--- src/rtl/bta_pkg.sv ---
package bta_pkg;
  localparam int ADDR_W = 16;
  localparam int BYTE_W = 8;
  localparam int LEN_W  = 2;
  localparam int PAGE_W = 11;
  localparam int KIND_W = 3;

  typedef enum logic [KIND_W-1:0] {
    BK_SEQ   = 3'd0,
    BK_SREL  = 3'd1,
    BK_PAGE  = 3'd2,
    BK_LONG  = 3'd3,
    BK_COND  = 3'd4
  } br_kind_e;
endpackage

--- src/rtl/bta_seq_add.sv ---
// Address of the instruction that follows: base plus length, wrapping.
module bta_seq_add #(
  parameter int ADDR_W = 16,
  parameter int LEN_W  = 2
) (
  input  logic [ADDR_W-1:0] pc_in,
  input  logic [LEN_W-1:0]  len_in,
  output logic [ADDR_W-1:0] pc_seq
);
  always_comb begin
    pc_seq = pc_in + ADDR_W'(len_in);
  end
endmodule

--- src/rtl/bta_rel_add.sv ---
// Relative target: picks the offset byte at the end of the instruction,
// sign-extends it and adds it to the sequential address.
module bta_rel_add #(
  parameter int ADDR_W = 16,
  parameter int BYTE_W = 8,
  parameter int LEN_W  = 2
) (
  input  logic [ADDR_W-1:0] base_pc,
  input  logic [LEN_W-1:0]  len_in,
  input  logic [BYTE_W-1:0] byte_a,
  input  logic [BYTE_W-1:0] byte_b,
  output logic [ADDR_W-1:0] rel_tgt
);
  localparam int EXT_W = ADDR_W - BYTE_W;
  localparam logic [LEN_W-1:0] LEN_THREE = LEN_W'(3);

  logic [BYTE_W-1:0] off_byte;
  logic [ADDR_W-1:0] off_ext;

  always_comb begin
    off_byte = (len_in == LEN_THREE) ? byte_b : byte_a;
    off_ext  = {{EXT_W{off_byte[BYTE_W-1]}}, off_byte};
    rel_tgt  = base_pc + off_ext;
  end
endmodule

--- src/rtl/bta_abs_form.sv ---
// Absolute targets: the in-page splice and the full long destination.
module bta_abs_form #(
  parameter int ADDR_W = 16,
  parameter int BYTE_W = 8,
  parameter int PAGE_W = 11
) (
  input  logic [ADDR_W-1:0] base_pc,
  input  logic [BYTE_W-1:0] op_byte,
  input  logic [BYTE_W-1:0] byte_a,
  input  logic [BYTE_W-1:0] byte_b,
  output logic [ADDR_W-1:0] page_tgt,
  output logic [ADDR_W-1:0] long_tgt
);
  localparam int OPB_W = PAGE_W - BYTE_W;

  always_comb begin
    page_tgt = {base_pc[ADDR_W-1:PAGE_W], op_byte[BYTE_W-1 -: OPB_W], byte_a};
    long_tgt = ADDR_W'({byte_a, byte_b});
  end
endmodule

--- src/rtl/bta_gen.sv ---
// Branch target address generator, registered output.
module bta_gen
  import bta_pkg::*;
#(
  parameter int AW = bta_pkg::ADDR_W,
  parameter int BW = bta_pkg::BYTE_W,
  parameter int LW = bta_pkg::LEN_W,
  parameter int PW = bta_pkg::PAGE_W,
  parameter int KW = bta_pkg::KIND_W
) (
  input  logic          clk,
  input  logic          rst,
  input  logic          in_valid,
  input  logic [AW-1:0] cur_pc,
  input  logic [LW-1:0] insn_len,
  input  logic [KW-1:0] br_kind,
  input  logic          cond_taken,
  input  logic [BW-1:0] opcode,
  input  logic [BW-1:0] opnd_a,
  input  logic [BW-1:0] opnd_b,
  output logic [AW-1:0] next_pc,
  output logic          out_valid
);
  logic [AW-1:0] seq_pc;
  logic [AW-1:0] rel_pc;
  logic [AW-1:0] page_pc;
  logic [AW-1:0] long_pc;
  logic [AW-1:0] pick_pc;

  bta_seq_add #(.ADDR_W(AW), .LEN_W(LW)) u_seq (
    .pc_in  (cur_pc),
    .len_in (insn_len),
    .pc_seq (seq_pc)
  );

  bta_rel_add #(.ADDR_W(AW), .BYTE_W(BW), .LEN_W(LW)) u_rel (
    .base_pc (seq_pc),
    .len_in  (insn_len),
    .byte_a  (opnd_a),
    .byte_b  (opnd_b),
    .rel_tgt (rel_pc)
  );

  bta_abs_form #(.ADDR_W(AW), .BYTE_W(BW), .PAGE_W(PW)) u_abs (
    .base_pc  (seq_pc),
    .op_byte  (opcode),
    .byte_a   (opnd_a),
    .byte_b   (opnd_b),
    .page_tgt (page_pc),
    .long_tgt (long_pc)
  );

  always_comb begin
    case (br_kind)
      KW'(BK_SREL): pick_pc = rel_pc;
      KW'(BK_PAGE): pick_pc = page_pc;
      KW'(BK_LONG): pick_pc = long_pc;
      KW'(BK_COND): pick_pc = cond_taken ? rel_pc : seq_pc;
      default:      pick_pc = seq_pc;
    endcase
  end

  always_ff @(posedge clk) begin
    if (rst) begin
      next_pc   <= '0;
      out_valid <= 1'b0;
    end else begin
      out_valid <= in_valid;
      if (in_valid) next_pc <= pick_pc;
    end
  end
endmodule

--- config.mk ---
export PLATFORM = sky130hd
export DESIGN_NAME = bta_gen
export DESIGN_NICKNAME = d
export VERILOG_FILES = /design/src/rtl/bta_pkg.sv /design/src/rtl/bta_seq_add.sv /design/src/rtl/bta_rel_add.sv /design/src/rtl/bta_abs_form.sv /design/src/rtl/bta_gen.sv
export SDC_FILE = /design/constraint.sdc
export NUM_CORES = 1
export LEC_CHECK = 0
export BUFFER_PORTS_ARGS = -buffer_cell sky130_fd_sc_hd__buf_2
export CAP_MARGIN = 30
export CORE_UTILIZATION = 45
export DETAILED_ROUTE_END_ITERATION = 7
export PLACE_DENSITY_LB_ADDON = 0.05
export REMOVE_ABC_BUFFERS = 1
export SETUP_SLACK_MARGIN = 0.15
export SYNTH_ARGS = -nofsm -noshare
export SYNTH_HDL_FRONTEND = slang
export SYNTH_SLANG_ARGS = --single-unit
--- constraint.sdc ---
create_clock -name clk -period 4.22 [get_ports clk]
set_input_delay 0.844 -clock clk [delete_from_list [all_inputs] [get_ports clk]]
set_output_delay 0.844 -clock clk [all_outputs]
set_load 0.01 [all_outputs]
==> impl_metrics.json, run 1 <==
{
  "timing.critical_path.to_type": "register",
  "num_antenna_cells": 0,
  "antenna_found_initial": 0,
  "grt_use_total_pct": 25.4,
  "cts.sink_count": 17,
  "antenna_violating_nets_post_route": 0,
  "finish.utilization_pct": 55.9,
  "drt_first_pass_iters": 4,
  "pre_cts_ws_ns": 0.225,
  "netlist_area_um2": 2350,
  "power_leakage_nw": 1.21,
  "ys_dominant_reg_cell": "dfxtp_1",
  "final_nets": 426,
  "detail_route.wirelength_um": 6420,
  "tritoncts": "built",
  "dieWidth_um": 74.2,
  "timing.critical_path.arrival_ns": 3.90,
  "fin_ws_ns": 0.456,
  "post_cts.repair.setup_buffers": 0,
  "compound_cell_area_share_of_the_yosys_netlist_pct": 27.6,
  "final_max_slew_viol_count": 0,
  "count_of_flip_flops_with_a_built_in_enable_after_synthesis": 0,
  "max_cap_violations": 0,
  "status": "finished clean",
  "netlist-cell-type-count": 64,
  "worstSetupStartpointType": "primary input",
  "setup_violations": 0,
  "dpl.hpwl_um": 5190,
  "postCtsHoldBufs": 0,
  "flow.area_growth_from_synthesis_pct": 16.3,
  "port-buffer-count": 60,
  "first_global_vias": 2230,
  "num_io_pins": 66,
  "root_buffer": "clkbuf_8",
  "die-area_um2": 5510,
  "synth.area.mux_share_pct": 8.53,
  "timing.max_slew.rel_slack_pct": 63.8,
  "tritoncts.num_buffers": 3,
  "grt_overflow": 0,
  "rsz0062_at_grt": "false",
  "synthesis.instances": 304,
  "post-route-period-util_pct": 89.2,
  "final-instance-count-excl-fill": 424,
  "max_clock_freq_ghz": 0.266,
  "worst_hold_path_type": "register to register",
  "postSynthRegisterBits": 17,
  "grt_max_degree": 31,
  "finalSetupTns_ns": 0,
  "die_y_um": 74.2,
  "clkSlewWorstSetupHoldPaths_ns": 0.07,
  "floorplan.initialDensity_pct": 48.1,
  "placed_cells_incl_taps": 420,
  "timing.critical_path.fanout_max": 4,
  "final_common_cell": "buf_2",
  "worst_slew_pin_slew_ns": 0.542,
  "synthSimpleGateAreaFrac_pct": 24.7,
  "drt-wirelength-per-cell_um": 15.1,
  "area.sequential_um2": 340,
  "worst-setup-path-type": "primary input to register",
  "cts-root-to-sink-buffers": 2,
  "synth-seq-area-share_pct": 14.5,
  "most_frequent_cells_in_the_layout": "buf_2, nor2_1, nand2_1",
  "ctsResizeCount": 0,
  "drt_initial_violations": 164,
  "post-route-min-period_ns": 3.76,
  "hold_slack_ns": 0.481,
  "synth_area_in_adders_pct": 10.8,
  "hold_viol": 0,
  "yosys_warnings": 0,
  "drive_above_1_share_pct": 23.0,
  "multi_input_area_um2": 1900,
  "synth_xor_xnor_area_share_pct": 9.54,
  "design.core.area_um2": 4880,
  "synth_async_sr_flop_share_pct": 0,
  "route.detailed.drc": 0,
  "fin_worst_skew_ns": 0,
  "synth_top_family_by_area": "compound AO/OA/AOI/OAI gates",
  "post_drt_via_cell_ratio": 5.75,
  "row_count": 25,
  "syn_avg_cell_area_um2": 7.72,
  "power.ir.vdd_worst_mv": 0.117,
  "clk-insertion-delay-late_ns": 0.25,
  "routabilityCongestion": 0.932,
  "critical_path_required_ns": 4.36,
  "powerDensity_nw_per_um2": 233,
  "fillerInstances": 490,
  "cts.htree.levels": 1,
  "first_pass_grt_wire_length_um": 10800,
  "detailed_route_via_count": 2440
}
[routing by layer]
metal / vias up / track usage, % / share of wire, % / wire length [um]
met1: 1116 / 35.8 / 48 / 3090
met5: - / 0 / 0 / 0
met3: 4 / 2.85 / 6.6 / 421
met4: 0 / 5.24 / 0.70 / 45
met2: 79 / 41.8 / 45 / 2860
li1: 1241 / - / - / -
[kinds of logic after synthesis]
group	after synthesis
AND/OR/NAND/NOR	108
AO/OA/AOI/OAI	93
XOR/XNOR	24
buffers and inverters	24
multiplexers	19
adder cells (fa/ha/maj)	19
flip-flops	17
[registers in the layout, summed over array words and instances, names as in the netlist]
signal	flops
next_pc	16
out_valid	1
[report_power, final]
part,internal [mW],switching [mW]
Sequential,0.175,0.00628
Clock,0.0671,0.0611
Combinational,0.141,0.185
Total,0.383,0.253
[cell usage after synthesis (3+ instances only)]
cell | n | area, um^2
nand2_1 | 20 | 75.1
and2_1 | 4 | 25.0
xor2_1 | 8 | 70.1
a211oi_1 | 7 | 52.6
o21bai_1 | 4 | 30.0
a31oi_1 | 4 | 25.0
nand2b_1 | 4 | 25.0
o211ai_1 | 3 | 22.5
a21oi_1 | 18 | 90.1
ha_1 | 17 | 213
mux2_2 | 8 | 90.1
nor2_1 | 31 | 116
nor3_1 | 10 | 50.1
nor2b_1 | 3 | 18.8
or3_1 | 4 | 25.0
a221oi_1 | 5 | 43.8
dfxtp_1 | 17 | 340
o21ai_0 | 19 | 95.1
mux2i_1 | 11 | 110
a2111oi_0 | 3 | 26.3
xnor2_1 | 15 | 131
a21o_1 | 5 | 37.5
nand3_1 | 11 | 55.1
inv_1 | 11 | 41.3
clkbuf_1 | 5 | 18.8
o21a_1 | 3 | 22.5
buf_2 | 7 | 35.0
[final timing paths]
kind                                                from                       end  slack (ns)  cells past startpoint
worst max-delay path                         insn_len[0]  next_pc[13]$_SDFFE_PP0P_        0.46                     13
worst min-delay path             next_pc[0]$_SDFFE_PP0P_   next_pc[0]$_SDFFE_PP0P_        0.48                      2
worst max register to register  next_pc[12]$_SDFFE_PP0P_  next_pc[12]$_SDFFE_PP0P_        3.03                      4
worst min register to register   next_pc[0]$_SDFFE_PP0P_   next_pc[0]$_SDFFE_PP0P_        0.48                      2
[critical path, cell delays in order]
cell      delay (ns)
buf_2           0.09
ha_1            0.20
inv_1           0.07
fa_1            0.43
and4b_1         0.31
nand2_1         0.08
xnor2_1         0.27
ha_1            0.34
a2111o_1        0.40
o211a_1         0.27
a211oi_1        0.32
xor2_1          0.20
o211ai_1        0.09
[metrics by stage]
stage                     power, mW  cell area (um^2)
after global routing          0.688              2730
after global placement        0.506              2690
after floorplan               0.404              2290
after CTS                     0.639              2730
after detailed placement      0.507              2690
final                         0.636              2730
[final cells by class]
cell class	count	area share (%)
Sequential cell	17	12.5
Tap cell	67	3.07
Clock buffer	4	1.65
Timing Repair Buffer	62	11.5
Multi-Input combinational cell	263	69.8
Inverter	11	1.51
(Power assumes the default switching activity.)
==> run 2: changes to the inputs <==
- CAP_MARGIN: 30 -> 10
- REMOVE_ABC_BUFFERS: 1 -> unset
- clock period: 4.22 -> 4.61 ns (I/O delays scaled with it)
==> run 2 against run 1 <==
Setup slack better by 0.36 ns. Non-clock buffer count shrank 1. Sequential power shrank 8%. Clock skew stayed put. Design area fell by 0.23%. Sequential share of layout area barely moved. Worst hold slack lost 0.0034 ns. Critical path depth did not move. Highest routed layer unchanged. Total power fell by 9.4%. Clock-buffer cell count decreased by 1.
==> impl_metrics.json, run 2 (synthesized netlist as in run 1, its figures left out) <==
{
  "status": "finished clean",
  "design.core.area_um2": 4880,
  "timing.critical_path.fanout_max": 4,
  "net-switching-power_mw": 0.228,
  "num_antenna_cells": 0,
  "timing.critical_path.arrival_ns": 3.93,
  "postCtsHoldBufs": 0,
  "post_cts.repair.setup_buffers": 0,
  "max_cap_violations": 0,
  "worst-setup-path-type": "primary input to register",
  "setup_violations": 0,
  "first_pass_grt_wire_length_um": 10700,
  "worst_slew_pin_slew_ns": 0.494,
  "drt-wirelength-per-cell_um": 14.9,
  "post_drt_via_cell_ratio": 5.66,
  "root_buffer": "clkbuf_8",
  "mappedNetlistNets": 372,
  "most_frequent_cells_in_the_layout": "buf_2, nor2_1, nand2_1",
  "largest_reg_flops": 16,
  "flow.area_growth_from_synthesis_pct": 16.0,
  "power_leakage_nw": 1.21,
  "drive_above_1_share_pct": 23.0,
  "cell_internal_pwr_mw": 0.349,
  "drt_initial_violations": 168,
  "num_io_pins": 66,
  "ctsResizeCount": 0,
  "first_global_vias": 2214,
  "largest_registers": "next_pc: 16 flops, out_valid: 1 flops",
  "routabilityCongestion": 0.945,
  "hold_viol": 0,
  "grt_use_total_pct": 25.3,
  "final_common_cell": "buf_2",
  "clkSlewWorstSetupHoldPaths_ns": 0.07,
  "antenna_found_initial": 0,
  "finalSetupTns_ns": 0,
  "pwr-share-comb_pct": 51.6,
  "hold_slack_ns": 0.478,
  "timing.max_slew.rel_slack_pct": 67.1,
  "cts.sink_count": 17,
  "placed_area_um2": 2680,
  "tritoncts": "built",
  "clock_network_fraction_of_design_power_pct": 19.5,
  "row_count": 25,
  "dieWidth_um": 74.2,
  "post-route-period-util_pct": 82.3,
  "detail_route.wirelength_um": 6320,
  "rsz0062_at_grt": "false",
  "die-area_um2": 5510,
  "critical_path_required_ns": 4.74,
  "die_y_um": 74.2,
  "fin_ws_ns": 0.815,
  "route.detailed.drc": 0,
  "max_clock_freq_ghz": 0.263,
  "worstSetupStartpointType": "primary input",
  "port-buffer-count": 60,
  "post-route-min-period_ns": 3.80,
  "pre_cts_ws_ns": 0.577,
  "power.share.sequential_pct": 28.8,
  "grt_overflow": 0,
  "cts.htree.levels": 1,
  "design_area_um2": 2720,
  "regMostFlops": "next_pc",
  "powerDensity_nw_per_um2": 211,
  "grt_max_degree": 31,
  "netSwitchingFraction_pct": 39.5,
  "worst_hold_path_type": "register to register",
  "fin_worst_skew_ns": 0,
  "finish.utilization_pct": 55.8,
  "antenna_violating_nets_post_route": 0,
  "dpl.hpwl_um": 5230,
  "clk-insertion-delay-late_ns": 0.25,
  "power.ir.vdd_worst_mv": 0.0981,
  "timing.critical_path.to_type": "register",
  "cts-root-to-sink-buffers": 2,
  "tritoncts.num_buffers": 3,
  "final_max_slew_viol_count": 0,
  "floorplan.initialDensity_pct": 48.1,
  "drt_first_pass_iters": 4,
  "final_nets": 425,
  "detailed_route_via_count": 2394
}
## run 2: cell types whose count changed in the layout (fill, tap and decap cells not counted)
cell      delta
clkinv_2     +1
clkbuf_1     -1
buf_4        -1
## run 2: worst max-delay path: stages
cell and delay (ns):
buf_2 0.09, ha_1 0.19, inv_1 0.07, fa_1 0.42, and4b_1 0.31, nand2_1 0.08
xnor2_1 0.26, ha_1 0.34, a2111o_1 0.40, o211a_1 0.26, a211oi_1 0.30, xor2_1 0.19
o211ai_1 0.09
## run 2: worst paths after layout
kind | startpoint | end | slack (ns) | cells after the start
max | insn_len[0] | next_pc[13]$_SDFFE_PP0P_ | 0.81 | 13
min | next_pc[15]$_SDFFE_PP0P_ | next_pc[15]$_SDFFE_PP0P_ | 0.48 | 2
max reg2reg | next_pc[12]$_SDFFE_PP0P_ | next_pc[12]$_SDFFE_PP0P_ | 3.42 | 4
min reg2reg | next_pc[15]$_SDFFE_PP0P_ | next_pc[15]$_SDFFE_PP0P_ | 0.48 | 2
## run 2: area by class of cell
class	count	area [um^2]
Multi-Input combinational cell	263	1900
Timing Repair Buffer	61	308
Sequential cell	17	340
Fill cell	499	2160
Clock inverter	1	5.00
Clock buffer	3	41.3
Inverter	11	41.3
Tap cell	67	83.8
## run 2: stage by stage
step	power, mW	instances
global placement	0.461	419
global route	0.630	423
detailed placement	0.464	419
floorplan	0.381	304
CTS	0.578	423
finish	0.576	423
## run 2: power by group through the flow
stage          Clock (mW)  Combinational [mW]  Sequential (mW)
2_1_floorplan           0               0.204            0.176
3_3_place_gp            0               0.292            0.169
3_5_place_dp            0               0.294            0.169
4_1_cts             0.116               0.296            0.166
5_1_grt             0.126               0.336            0.168
6_report            0.113               0.297            0.166
## run 2: routing by layer
| metal | wire length, um | GRT usage (%) | vias up | share of wire (%) |
|---|---|---|---|---|
| li1 | - | - | 1249 | - |
| met2 | 2700 | 38.8 | 71 | 43 |
| met5 | 0 | 0 | - | 0 |
| met4 | 60 | 5.03 | 0 | 0.95 |
| met1 | 3250 | 38.2 | 1068 | 51 |
| met3 | 313 | 2.44 | 6 | 5.0 |
